### src/rtl/regfile_pkg.sv
package regfile_pkg;

  typedef enum logic [1:0] {
    SZ_BYTE = 2'd0,
    SZ_WORD = 2'd1,
    SZ_LONG = 2'd2,
    SZ_NONE = 2'd3
  } acc_size_e;

  // index of each banked register inside one bank
  localparam int unsigned IDX_R0 = 0;
  localparam int unsigned IDX_R1 = 1;
  localparam int unsigned IDX_R2 = 2;
  localparam int unsigned IDX_R3 = 3;
  localparam int unsigned IDX_A0 = 4;
  localparam int unsigned IDX_A1 = 5;
  localparam int unsigned IDX_FB = 6;
  localparam int unsigned NUM_BANKED = 7;

  // word specifiers
  localparam logic [3:0] SPEC_FB   = 4'd6;
  localparam logic [3:0] SPEC_SB   = 4'd7;
  localparam logic [3:0] SPEC_SP   = 4'd8;
  localparam logic [3:0] SPEC_USP  = 4'd9;
  localparam logic [3:0] SPEC_ISP  = 4'd10;
  localparam logic [3:0] SPEC_INTB = 4'd11;
  localparam logic [3:0] SPEC_FLG  = 4'd12;

  // pair specifiers
  localparam logic [3:0] PAIR_R2R0 = 4'd0;
  localparam logic [3:0] PAIR_R3R1 = 4'd1;
  localparam logic [3:0] PAIR_A1A0 = 4'd2;
  localparam logic [3:0] PAIR_INTB = 4'd3;

  // flag bit positions
  localparam int unsigned FLG_C = 0;
  localparam int unsigned FLG_D = 1;
  localparam int unsigned FLG_Z = 2;
  localparam int unsigned FLG_S = 3;
  localparam int unsigned FLG_B = 4;
  localparam int unsigned FLG_O = 5;
  localparam int unsigned FLG_I = 6;
  localparam int unsigned FLG_U = 7;
  localparam int unsigned FLG_IPL_LO = 12;
  localparam int unsigned FLG_W = 16;
  // bits that can hold a 1 (D excluded on purpose)
  localparam logic [FLG_W-1:0] FLG_KEEP = 16'h70FD;

endpackage

### src/rtl/rf_bank.sv
module rf_bank
  import regfile_pkg::*;
#(
  parameter int unsigned DW   = 16,
  parameter int unsigned NREG = NUM_BANKED
) (
  input  logic                      clk,
  input  logic                      rst_n,
  input  logic [NREG-1:0]           we,
  input  logic [1:0]                be,
  input  logic [NREG-1:0][DW-1:0]   wd,
  output logic [NREG-1:0][DW-1:0]   q
);
  localparam int unsigned HB = DW / 2;

  logic [NREG-1:0][DW-1:0] q_nxt;

  always_comb begin
    q_nxt = q;
    for (int i = 0; i < NREG; i++) begin
      if (we[i]) begin
        if (be[0]) q_nxt[i][HB-1:0]  = wd[i][HB-1:0];
        if (be[1]) q_nxt[i][DW-1:HB] = wd[i][DW-1:HB];
      end
    end
  end

  always_ff @(posedge clk or negedge rst_n) begin
    if (!rst_n) q <= '0;
    else        q <= q_nxt;
  end

  for (genvar g = 0; g < NREG; g++) begin : g_chk

    word_store_chk: assert property (@(posedge clk) disable iff (!rst_n)
      (we[g] && be == 2'b11) |=> (q[g] == $past(wd[g])));

    low_byte_keeps_high_chk: assert property (@(posedge clk) disable iff (!rst_n)
      (we[g] && be == 2'b01) |=> (q[g][DW-1:HB] == $past(q[g][DW-1:HB])));

    high_byte_keeps_low_chk: assert property (@(posedge clk) disable iff (!rst_n)
      (we[g] && be == 2'b10) |=> (q[g][HB-1:0] == $past(q[g][HB-1:0])));

    idle_hold_chk: assert property (@(posedge clk) disable iff (!rst_n)
      !we[g] |=> $stable(q[g]));
  end

endmodule

### src/rtl/rf_shared.sv
module rf_shared
  import regfile_pkg::*;
#(
  parameter int unsigned DW = 16,
  parameter int unsigned IW = 20
) (
  input  logic              clk,
  input  logic              rst_n,
  input  logic              usp_we,
  input  logic              isp_we,
  input  logic              sb_we,
  input  logic              intb_lo_we,
  input  logic              intb_hi_we,
  input  logic              flg_we,
  input  logic [DW-1:0]     wd,
  input  logic [IW-DW-1:0]  wd_intb_hi,
  input  logic              upd_en,
  input  logic [FLG_W-1:0]  upd_mask,
  input  logic [FLG_W-1:0]  upd_val,
  output logic [DW-1:0]     usp,
  output logic [DW-1:0]     isp,
  output logic [DW-1:0]     sb,
  output logic [IW-1:0]     intb,
  output logic [FLG_W-1:0]  flg
);
  logic [DW-1:0]    usp_nxt, isp_nxt, sb_nxt;
  logic [IW-1:0]    intb_nxt;
  logic [FLG_W-1:0] flg_nxt;
  logic [FLG_W-1:0] flg_mid;

  always_comb begin
    usp_nxt  = usp_we ? wd : usp;
    isp_nxt  = isp_we ? wd : isp;
    sb_nxt   = sb_we  ? wd : sb;
    intb_nxt = intb;
    if (intb_lo_we) intb_nxt[DW-1:0]  = wd;
    if (intb_hi_we) intb_nxt[IW-1:DW] = wd_intb_hi;
    flg_mid = flg_we ? wd[FLG_W-1:0] : flg;
    if (upd_en) flg_mid = (flg_mid & ~upd_mask) | (upd_val & upd_mask);
    flg_nxt = flg_mid & FLG_KEEP;
  end

  always_ff @(posedge clk or negedge rst_n) begin
    if (!rst_n) begin
      usp  <= '0;
      isp  <= '0;
      sb   <= '0;
      intb <= '0;
      flg  <= '0;
    end else begin
      usp  <= usp_nxt;
      isp  <= isp_nxt;
      sb   <= sb_nxt;
      intb <= intb_nxt;
      flg  <= flg_nxt;
    end
  end


  flg_unused_zero_chk: assert property (@(posedge clk) disable iff (!rst_n)
    (flg & ~FLG_KEEP) == '0);

  flg_debug_set_ignored_chk: assert property (@(posedge clk) disable iff (!rst_n)
    (flg_we && wd[FLG_D]) |=> !flg[FLG_D]);

  flg_upd_carry_chk: assert property (@(posedge clk) disable iff (!rst_n)
    (upd_en && upd_mask[FLG_C]) |=> (flg[FLG_C] == $past(upd_val[FLG_C])));

  flg_upd_bank_chk: assert property (@(posedge clk) disable iff (!rst_n)
    (upd_en && upd_mask[FLG_B]) |=> (flg[FLG_B] == $past(upd_val[FLG_B])));

endmodule

### src/rtl/rf_wdec.sv
module rf_wdec
  import regfile_pkg::*;
#(
  parameter int unsigned DW   = 16,
  parameter int unsigned NREG = NUM_BANKED
) (
  input  logic                     wr_en,
  input  logic [1:0]               wr_size,
  input  logic [3:0]               wr_sel,
  input  logic [2*DW-1:0]          wr_data,
  input  logic                     u_flag,
  output logic [NREG-1:0]          bk_we,
  output logic [1:0]               bk_be,
  output logic [NREG-1:0][DW-1:0]  bk_wd,
  output logic                     usp_we,
  output logic                     isp_we,
  output logic                     sb_we,
  output logic                     intb_lo_we,
  output logic                     intb_hi_we,
  output logic                     flg_we
);
  localparam int unsigned HB = DW / 2;

  acc_size_e sz;
  assign sz = acc_size_e'(wr_size);

  always_comb begin
    bk_we      = '0;
    bk_be      = 2'b11;
    usp_we     = 1'b0;
    isp_we     = 1'b0;
    sb_we      = 1'b0;
    intb_lo_we = 1'b0;
    intb_hi_we = 1'b0;
    flg_we     = 1'b0;
    for (int i = 0; i < NREG; i++) bk_wd[i] = wr_data[DW-1:0];
    if (wr_en) begin
      unique case (sz)
        SZ_BYTE: begin
          if (wr_sel < 4'd4) begin
            if (wr_sel[1]) begin
              bk_we[IDX_R1] = 1'b1;
              bk_wd[IDX_R1] = {2{wr_data[HB-1:0]}};
            end else begin
              bk_we[IDX_R0] = 1'b1;
              bk_wd[IDX_R0] = {2{wr_data[HB-1:0]}};
            end
            bk_be = wr_sel[0] ? 2'b10 : 2'b01;
          end
        end
        SZ_WORD: begin
          if (wr_sel <= SPEC_FB) bk_we[wr_sel[2:0]] = 1'b1;
          else begin
            unique case (wr_sel)
              SPEC_SB:   sb_we      = 1'b1;
              SPEC_SP:   begin
                usp_we = u_flag;
                isp_we = !u_flag;
              end
              SPEC_USP:  usp_we     = 1'b1;
              SPEC_ISP:  isp_we     = 1'b1;
              SPEC_INTB: intb_lo_we = 1'b1;
              SPEC_FLG:  flg_we     = 1'b1;
              default:   ;
            endcase
          end
        end
        SZ_LONG: begin
          unique case (wr_sel)
            PAIR_R2R0: begin
              bk_we[IDX_R0] = 1'b1;
              bk_we[IDX_R2] = 1'b1;
              bk_wd[IDX_R2] = wr_data[2*DW-1:DW];
            end
            PAIR_R3R1: begin
              bk_we[IDX_R1] = 1'b1;
              bk_we[IDX_R3] = 1'b1;
              bk_wd[IDX_R3] = wr_data[2*DW-1:DW];
            end
            PAIR_A1A0: begin
              bk_we[IDX_A0] = 1'b1;
              bk_we[IDX_A1] = 1'b1;
              bk_wd[IDX_A1] = wr_data[2*DW-1:DW];
            end
            PAIR_INTB: begin
              intb_lo_we = 1'b1;
              intb_hi_we = 1'b1;
            end
            default: ;
          endcase
        end
        default: ;
      endcase
    end
  end

endmodule

### src/rtl/rf_rmux.sv
module rf_rmux
  import regfile_pkg::*;
#(
  parameter int unsigned DW   = 16,
  parameter int unsigned IW   = 20,
  parameter int unsigned NREG = NUM_BANKED
) (
  input  logic [1:0]               rd_size,
  input  logic [3:0]               rd_sel,
  input  logic [NREG-1:0][DW-1:0]  bk_q,
  input  logic [DW-1:0]            usp,
  input  logic [DW-1:0]            isp,
  input  logic [DW-1:0]            sb,
  input  logic [IW-1:0]            intb,
  input  logic [FLG_W-1:0]         flg,
  output logic [2*DW-1:0]          rd_data
);
  localparam int unsigned HB = DW / 2;

  acc_size_e  sz;
  logic [DW-1:0] byte_src;
  assign sz       = acc_size_e'(rd_size);
  assign byte_src = rd_sel[1] ? bk_q[IDX_R1] : bk_q[IDX_R0];

  always_comb begin
    rd_data = '0;
    unique case (sz)
      SZ_BYTE: begin
        if (rd_sel < 4'd4)
          rd_data[HB-1:0] = rd_sel[0] ? byte_src[DW-1:HB] : byte_src[HB-1:0];
      end
      SZ_WORD: begin
        if (rd_sel <= SPEC_FB) rd_data[DW-1:0] = bk_q[rd_sel[2:0]];
        else begin
          unique case (rd_sel)
            SPEC_SB:   rd_data[DW-1:0]    = sb;
            SPEC_SP:   rd_data[DW-1:0]    = flg[FLG_U] ? usp : isp;
            SPEC_USP:  rd_data[DW-1:0]    = usp;
            SPEC_ISP:  rd_data[DW-1:0]    = isp;
            SPEC_INTB: rd_data[DW-1:0]    = intb[DW-1:0];
            SPEC_FLG:  rd_data[FLG_W-1:0] = flg;
            default:   ;
          endcase
        end
      end
      SZ_LONG: begin
        unique case (rd_sel)
          PAIR_R2R0: rd_data = {bk_q[IDX_R2], bk_q[IDX_R0]};
          PAIR_R3R1: rd_data = {bk_q[IDX_R3], bk_q[IDX_R1]};
          PAIR_A1A0: rd_data = {bk_q[IDX_A1], bk_q[IDX_A0]};
          PAIR_INTB: rd_data[IW-1:0] = intb;
          default:   ;
        endcase
      end
      default: ;
    endcase
  end

endmodule

### src/rtl/cpu_regfile.sv
module cpu_regfile
  import regfile_pkg::*;
#(
  parameter int unsigned DW = 16,
  parameter int unsigned IW = 20
) (
  input  logic              clk,
  input  logic              rst_n,
  input  logic              wr_en,
  input  logic [1:0]        wr_size,
  input  logic [3:0]        wr_sel,
  input  logic [2*DW-1:0]   wr_data,
  input  logic              flg_upd_en,
  input  logic [FLG_W-1:0]  flg_upd_mask,
  input  logic [FLG_W-1:0]  flg_upd_val,
  input  logic [1:0]        rd_size,
  input  logic [3:0]        rd_sel,
  output logic [2*DW-1:0]   rd_data,
  output logic [FLG_W-1:0]  flg_q
);
  localparam int unsigned NBANK = 2;
  localparam int unsigned NREG  = NUM_BANKED;

  // reset: asserted at once, released after two clock edges
  logic [1:0] rst_sync;
  logic       rst_n_i;

  always_ff @(posedge clk or negedge rst_n) begin
    if (!rst_n) rst_sync <= 2'b00;
    else        rst_sync <= {rst_sync[0], 1'b1};
  end
  assign rst_n_i = rst_sync[1];

  logic [NREG-1:0]                     bk_we;
  logic [1:0]                          bk_be;
  logic [NREG-1:0][DW-1:0]             bk_wd;
  logic [NBANK-1:0][NREG-1:0][DW-1:0]  bk_q_all;
  logic [NREG-1:0][DW-1:0]             bk_act;
  logic usp_we, isp_we, sb_we, intb_lo_we, intb_hi_we, flg_we;
  logic [DW-1:0]    usp, isp, sb;
  logic [IW-1:0]    intb;
  logic [FLG_W-1:0] flg;
  logic             bsel;

  assign bsel   = flg[FLG_B];
  assign bk_act = bk_q_all[bsel];
  assign flg_q  = flg;

  rf_wdec #(.DW(DW), .NREG(NREG)) u_wdec (
    .wr_en      (wr_en),
    .wr_size    (wr_size),
    .wr_sel     (wr_sel),
    .wr_data    (wr_data),
    .u_flag     (flg[FLG_U]),
    .bk_we      (bk_we),
    .bk_be      (bk_be),
    .bk_wd      (bk_wd),
    .usp_we     (usp_we),
    .isp_we     (isp_we),
    .sb_we      (sb_we),
    .intb_lo_we (intb_lo_we),
    .intb_hi_we (intb_hi_we),
    .flg_we     (flg_we)
  );

  for (genvar g = 0; g < NBANK; g++) begin : g_bank
    logic [NREG-1:0] we_g;
    assign we_g = (bsel == 1'(g)) ? bk_we : '0;

    rf_bank #(.DW(DW), .NREG(NREG)) u_bank (
      .clk   (clk),
      .rst_n (rst_n_i),
      .we    (we_g),
      .be    (bk_be),
      .wd    (bk_wd),
      .q     (bk_q_all[g])
    );


    inactive_bank_hold_chk: assert property (@(posedge clk) disable iff (!rst_n_i)
      (bsel != 1'(g)) |=> $stable(bk_q_all[g]));
  end

  rf_shared #(.DW(DW), .IW(IW)) u_shared (
    .clk        (clk),
    .rst_n      (rst_n_i),
    .usp_we     (usp_we),
    .isp_we     (isp_we),
    .sb_we      (sb_we),
    .intb_lo_we (intb_lo_we),
    .intb_hi_we (intb_hi_we),
    .flg_we     (flg_we),
    .wd         (wr_data[DW-1:0]),
    .wd_intb_hi (wr_data[IW-1:DW]),
    .upd_en     (flg_upd_en),
    .upd_mask   (flg_upd_mask),
    .upd_val    (flg_upd_val),
    .usp        (usp),
    .isp        (isp),
    .sb         (sb),
    .intb       (intb),
    .flg        (flg)
  );

  rf_rmux #(.DW(DW), .IW(IW), .NREG(NREG)) u_rmux (
    .rd_size (rd_size),
    .rd_sel  (rd_sel),
    .bk_q    (bk_act),
    .usp     (usp),
    .isp     (isp),
    .sb      (sb),
    .intb    (intb),
    .flg     (flg),
    .rd_data (rd_data)
  );


  sp_alias_isp_chk: assert property (@(posedge clk) disable iff (!rst_n_i)
    (wr_en && wr_size == 2'd1 && wr_sel == SPEC_SP && !flg[FLG_U])
      |=> (isp == $past(wr_data[DW-1:0]) && $stable(usp)));

  sp_alias_usp_chk: assert property (@(posedge clk) disable iff (!rst_n_i)
    (wr_en && wr_size == 2'd1 && wr_sel == SPEC_SP && flg[FLG_U])
      |=> (usp == $past(wr_data[DW-1:0]) && $stable(isp)));

  intb_word_keeps_top_chk: assert property (@(posedge clk) disable iff (!rst_n_i)
    (wr_en && wr_size == 2'd1 && wr_sel == SPEC_INTB) |=> $stable(intb[IW-1:DW]));

endmodule

### config.mk
export PLATFORM = sky130hd
export DESIGN_NAME = cpu_regfile
export DESIGN_NICKNAME = d
export VERILOG_FILES = /design/src/rtl/regfile_pkg.sv /design/src/rtl/rf_bank.sv /design/src/rtl/rf_shared.sv /design/src/rtl/rf_wdec.sv /design/src/rtl/rf_rmux.sv /design/src/rtl/cpu_regfile.sv
export SDC_FILE = /design/constraint.sdc
export NUM_CORES = 1
export LEC_CHECK = 0
export ABC_AREA = 1
export CAP_MARGIN = 20
export CORE_MARGIN = 3
export CORE_UTILIZATION = 64
export DETAILED_ROUTE_END_ITERATION = 8
export PLACE_DENSITY = 0.86
export SYNTH_ARGS = -nofsm -noshare
export SYNTH_HDL_FRONTEND = slang
export SYNTH_SLANG_ARGS = --single-unit
### constraint.sdc
create_clock -name clk -period 16.1 [get_ports clk]
set_clock_uncertainty 0.15 [all_clocks]
set_input_delay 2.415 -clock clk [delete_from_list [all_inputs] [get_ports clk]]
set_output_delay 2.415 -clock clk [all_outputs]
set_load 0.01 [all_outputs]
## Word level (Yosys, flattened, before mapping)

Cells that the tools add are included.

| operators by class | value |
|---|---|
| $lt $le $gt $ge | 8 |
| equality and inequality tests | 22 |
| muxes and demuxes | 70 |
| bitwise gates (word level) | 4 |
| reduce and logical (&&, ||, !) cells | 34 |

Operator list:

| cell | count |
|---|---|
| 2-to-1 mux 112 bit | 2 |
| 2-to-1 mux 16 bit | 12 |
| 2-to-1 mux 32 bit | 3 |
| case mux 16 bit (6 select lines) | 1 |
| case mux 20 bit (4 select lines) | 1 |
| 2-to-1 mux 64 bit | 1 |
| AND reduction 2 bit | 28 |
| binary-select mux 16 bit (select 3 bit) | 1 |
| == test 4 bit (second input constant) | 10 |
| case mux 12 bit (3 select lines) | 1 |
| bitwise AND 15 bit | 2 |
| 2-to-1 mux 15 bit | 2 |
| 2-to-1 mux 7 bit | 4 |
| 2-to-1 mux 1 bit | 26 |
| case mux 8 bit (3 select lines) | 1 |
| == test 4 x 2 -> 1 bit (second input constant) | 4 |
| 2-to-1 mux 8 bit | 2 |
| case mux 8 bit (2 select lines) | 1 |
| NOT 15 bit | 1 |
| bitwise OR 15 bit | 1 |
| 2-to-1 mux 2 bit | 6 |
| == test 4 x 1 -> 1 bit (second input constant) | 2 |
| == test 4 x 3 -> 1 bit (second input constant) | 2 |
| less-or-equal comparator 4 x 3 -> 1 bit (second input constant) | 2 |
| 14 further kinds | 22 |

| word-level totals | value |
|---|---|
| bits in registers | 304 |
| bits of input ports | 80 |
| output and inout port bits | 48 |
| word-level logic and storage cells | 173 |

## Depth between registers and ports, before layout

| depth | value |
|---|---|
| depth in word-level cells | 9 |
| depth in mapped cells | 13 |
| depth with buffers taken out | 13 |

## Modules after synthesis

A second synthesis with hierarchy kept.

| second synthesis, totals | value |
|---|---|
| cell total of the unflattened synthesis | 2,974 |
| area, all modules | 19,468.7 um^2 |

By module, submodules not included:

| module | times used | cells an instance | area each (um^2) | sequential area each (um^2) |
|---|---|---|---|---|
| rf_bank | 2 | 490 | 4,504.3 | 2,802.7 |
| rf_rmux | 1 | 883 | 3,803.6 | 0.0 |
| rf_shared | 1 | 384 | 3,231.8 | 1,951.9 |
| rf_wdec | 1 | 333 | 1,804.2 | 0.0 |
| cpu_regfile | 1 | 394 | 1,620.3 | 50.0 |

## Worst setup path after synthesis

No wires, ideal clock.

| timing path | value |
|---|---|
| kind | input -> output |
| start point | in rd_sel[2] |
| end point | out rd_data[4] |
| arrival time | 3.799 ns |
| data required time | 13.535 ns |
| slack | 9.736 ns |
| stages on the path | 11 |
| buffers on the path | 2 |
| path through | buf_2 > nor2_1 > nand2_1 > inv_1 > buf_4 > nand2_1 > o21ai_0 > nor2_1 > nor2_1 > nor2_1 > a21oi_1 |

| on the way | value |
|---|---|
| word-level cells in the longest chain between the ends | 4 |

Ends and longest elaborated chain:

| what | line | text |
|---|---|---|
| start: declaration | cpu_regfile.sv:17 | `input logic [3:0] rd_sel,` |
| == test 4 bit, or another cell as far along | rf_rmux.sv:35 | `unique case (rd_sel)` |
| case mux 16 bit (6 select lines) / 2-to-1 mux 16 bit (equally long branches) | rf_rmux.sv:35, rf_rmux.sv:33 |  |
| 2-to-1 mux 16 bit | rf_rmux.sv:33 | `if (rd_sel <= SPEC_FB) rd_data[DW-1:0] = bk_q[rd_sel[2:0]];` |
| case mux 8 bit (3 select lines) * | rf_rmux.sv:27 | `unique case (sz)` |
| end: declaration | cpu_regfile.sv:18 | `output logic [2*DW-1:0] rd_data,` |

Every way passes the cells marked *; elsewhere a longest branch is shown, timed or not. The select of a mux whose other input is x is not followed.

## Final worst setup path

| timing path | value |
|---|---|
| start point | in rd_sel[0] |
| end point | out rd_data[5] |

Same word-level chain as after synthesis.

==> flow_summary_export.csv <==
group,metric,value,unit
synthesis,async_flop_share,100,%
min_path,hold_path_end,"rst_sync[1]",
drt,postRouteAntennaNets,0,
grt,grt_usage,40.4,%
timing,period_needed,9640,ps
layout,nets,2578,
clocking,cts_hold_buf,0,
timing,period_share,59.9,%
synthesis,synth-seq-cells,304,
worst_setup_path,arrival,7070,ps
synthesis,syn_area_per_cell,6.91,um2
grt,grt_max_degree,161,
drt,vias,17800,
floorplan,die_h,169,um
placed_design,portBuffers,109,
worst_setup_path,cp.required,13540,ps
power,p_leak,9.59,nW
clocking,cts_buffers,35,
timing,slew_headroom,25.3,%
synthesis,synth.cell_area,17000,um2
power,vdd.ir_drop.worst,0.000114,V
clocking,post_cts_resize_count,0,
drt,vias_per_cell,6.24,
synthesis,synth_warnings,0,
grt,grt-ovfl-total,0,
timing,max_freq,104,MHz
synthesis,ys_types,33,
floorplan,coreArea,25600,um2
placed_design,routabilityCongestion,1.00,
synthesis,synth_cells,2455,
clocking,cts_setup_buffers,0,
min_path,min_path_type,"flip-flop to flip-flop",
synthesis,synth_edf_count,0,
timing,fin_setup_tns,0,ps
clocking,cts_num_sinks,304,
power,p_total,0.00217,W
floorplan,initial_utilization,66.2,%
clocking,htreeDepth,2,
min_path,worstHoldStart,"rst_sync[0]",
timing,finalHoldViolCount,0,
min_path,min_path_cells,0,
worst_setup_path,worst_r2r_endpoint,"g_bank[0].u_bank.q[27]",
worst_setup_path,critPathMaxStageDelay,820,ps
synthesis,yosysMostFrequentCell,"nand2_1",
synthesis,ys_top_cells_by_area,"dfrtp_1 (45%), nand2_1 (22%), o21ai_0 (13%), nand3_1 (4.1%), inv_1 (3.3%)",
clocking,clk_latency,520,ps
layout,nFillCells,2005,
grt,grt_pass1_wl,90.5,mm
placed_design,postPlaceCellArea,18100,um2
drt,drc,0,
layout,area_delta_synth_final,13.9,%
worst_setup_path,reg2reg_slack,12020,ps
drt,wl_per_cell,20.3,um
synthesis,synth_common_cells,"nand2_1 (1016), o21ai_0 (426), dfrtp_1 (304), inv_1 (150), nand3_1 (139)",
layout,fin_util,75.4,%
floorplan,ios,128,
drt,drt_iter0_markers,2413,
clocking,cts_tree,"built",
drt,drt-total-wl,57.8,mm
layout,fin_area,19300,um2
placed_design,dp_hpwl,39.0,mm
clocking,clockBufferDepth,3,
synthesis,yosysSeqAreaShare,44.9,%
worst_setup_path,worst_setup_path_end_kind,"output pin",
worst_setup_path,crit_start,"rd_sel[0]",
grt,first_global_vias,16900,
placed_design,dp.cells,2778,
synthesis,yosysTopAreaCell,"dfrtp_1",
worst_setup_path,crit_path_top_delay_cell,"inv_1",
layout,layout-drive-gt1-share,4.41,%
worst_setup_path,timing.rr.start,"u_shared.flg[4]",
grt,antenna_found_initial,2,
synthesis,yosys.area.top_type_share,44.9,%
worst_setup_path,reg2regPathDepth,6,
timing,drv_slew,0,
worst_setup_path,crit_path_cell_trace,"clkdlybuf4s50_1, inv_2, nor2_2, buf_4, nand2_1, inv_1, nand2_1, o21ai_0, nor2_1, nor2_1, nor2_1, a21oi_1, clkdlybuf4s50_1",
floorplan,fp.dieW,169,um
layout,final_cells,2846,
timing,rsz0062_at_grt,"no",
power,power.density,112,nW/um2
run,drv_cap,0,
worst_setup_path,path_class,"input pin to output pin",
timing,worstMarginPinSlew,1120,ps
floorplan,die_area,28500,um2
worst_setup_path,crit_path_start_kind,"input pin",
timing,setup_viol,0,
clocking,clk_pin_slew,50,ps
layout,antennaDiodeCount,0,
status,status,"complete, no violations",
worst_setup_path,cp_max_fo,38,
floorplan,fp-row-count,58,
clocking,cts_root_buf,"clkbuf_16",
synthesis,synth_ff_type,"dfrtp_1",
drt,first_pass_iters,6,
worst_setup_path,cpMostUsedCell,"nor2_1",
==> routing by layer <==
layer / track usage [%] / vias up / part of all wire (%)
li1: - / 7989 / -
met1: 53.2 / 8204 / 36
met2: 62.5 / 1289 / 45
met3: 8.59 / 277 / 13
met4: 22.8 / 4 / 6.5
met5: 1.74 / - / 0.13
==> power breakdown <==
group | switching, W | leakage, nW | internal (W) | total [W]
combinational | 0.000270 | 5.04 | 0.000127 | 0.000397
sequential | 0.0000715 | 3.95 | 0.000880 | 0.000952
clock | 0.000322 | 0.595 | 0.000498 | 0.000820
==> sequential cells by signal, summed over array words and instances (netlist names) <==
| signal | flops |
|---|---|
| rst_sync | 2 |
| u_shared.intb | 20 |
| g_bank.u_bank.q | 224 |
| u_shared.flg | 10 |
| u_shared.usp | 16 |
| u_shared.isp | 16 |
| u_shared.sb | 16 |
==> stage by stage <==
step	hold slack [ps]	setup WS, ps
2_1_floorplan	181	6850
3_3_place_gp	188	6920
3_5_place_dp	186	6880
4_1_cts	213	6830
5_1_grt	214	6460
6_report	210	6460
==> logic make-up after synthesis <==
group | share of synthesized area (%)
adders and majority gates | 0.590
other | 0.0443
buffers and inverters | 7.18
AOI/OAI and AO/OA | 16.8
and+or+nand+nor | 30.5
DFF | 44.9
==> cells in the final DEF (no fill, tap or decap), drive strengths merged, types with 4 or more instances in the layout <==
cell,instances
nand2,1017
o21ai,436
dfrtp,304
inv,155
nand3,140
clkdlybuf4s50,109
nor2,105
a21oi,69
clkbuf,53
buf,26
o211ai,21
nand4,12
clkinv,11
o31ai,10
a22oi,9
ha,8
and2,7
conb,7
nor3,6
nand3b,4
==> area by class of cell <==
cell class / instances / area, um2 / share of cell area, %
inverters: 158 / 594 / 3.08
clock buffers: 53 / 1090 / 5.62
repair buffers: 135 / 1340 / 6.92
well taps: 330 / 413 / 2.14
clock inverters: 10 / 104 / 0.538
flip-flops and latches: 304 / 7610 / 39.4
multi-input cells: 1856 / 8170 / 42.3
==> worst max path at each step <==
stage,end,slack (ps),depth (start not counted)
finish,rd_data[5],6460,13
global route,rd_data[7],6460,13
CTS,rd_data[7],6830,13
detailed placement,rd_data[7],6880,13
global placement,rd_data[7],6920,13
floorplan,g_bank[0].u_bank.q[0],6850,0
==> critical path: cells and delay by family <==
kind	cells	cell delay, ps
AO/OA/AOI/OAI	2	380
AND/OR/NAND/NOR	6	1240
buffers and inverters	5	3010
(Power assumes the default switching activity.)
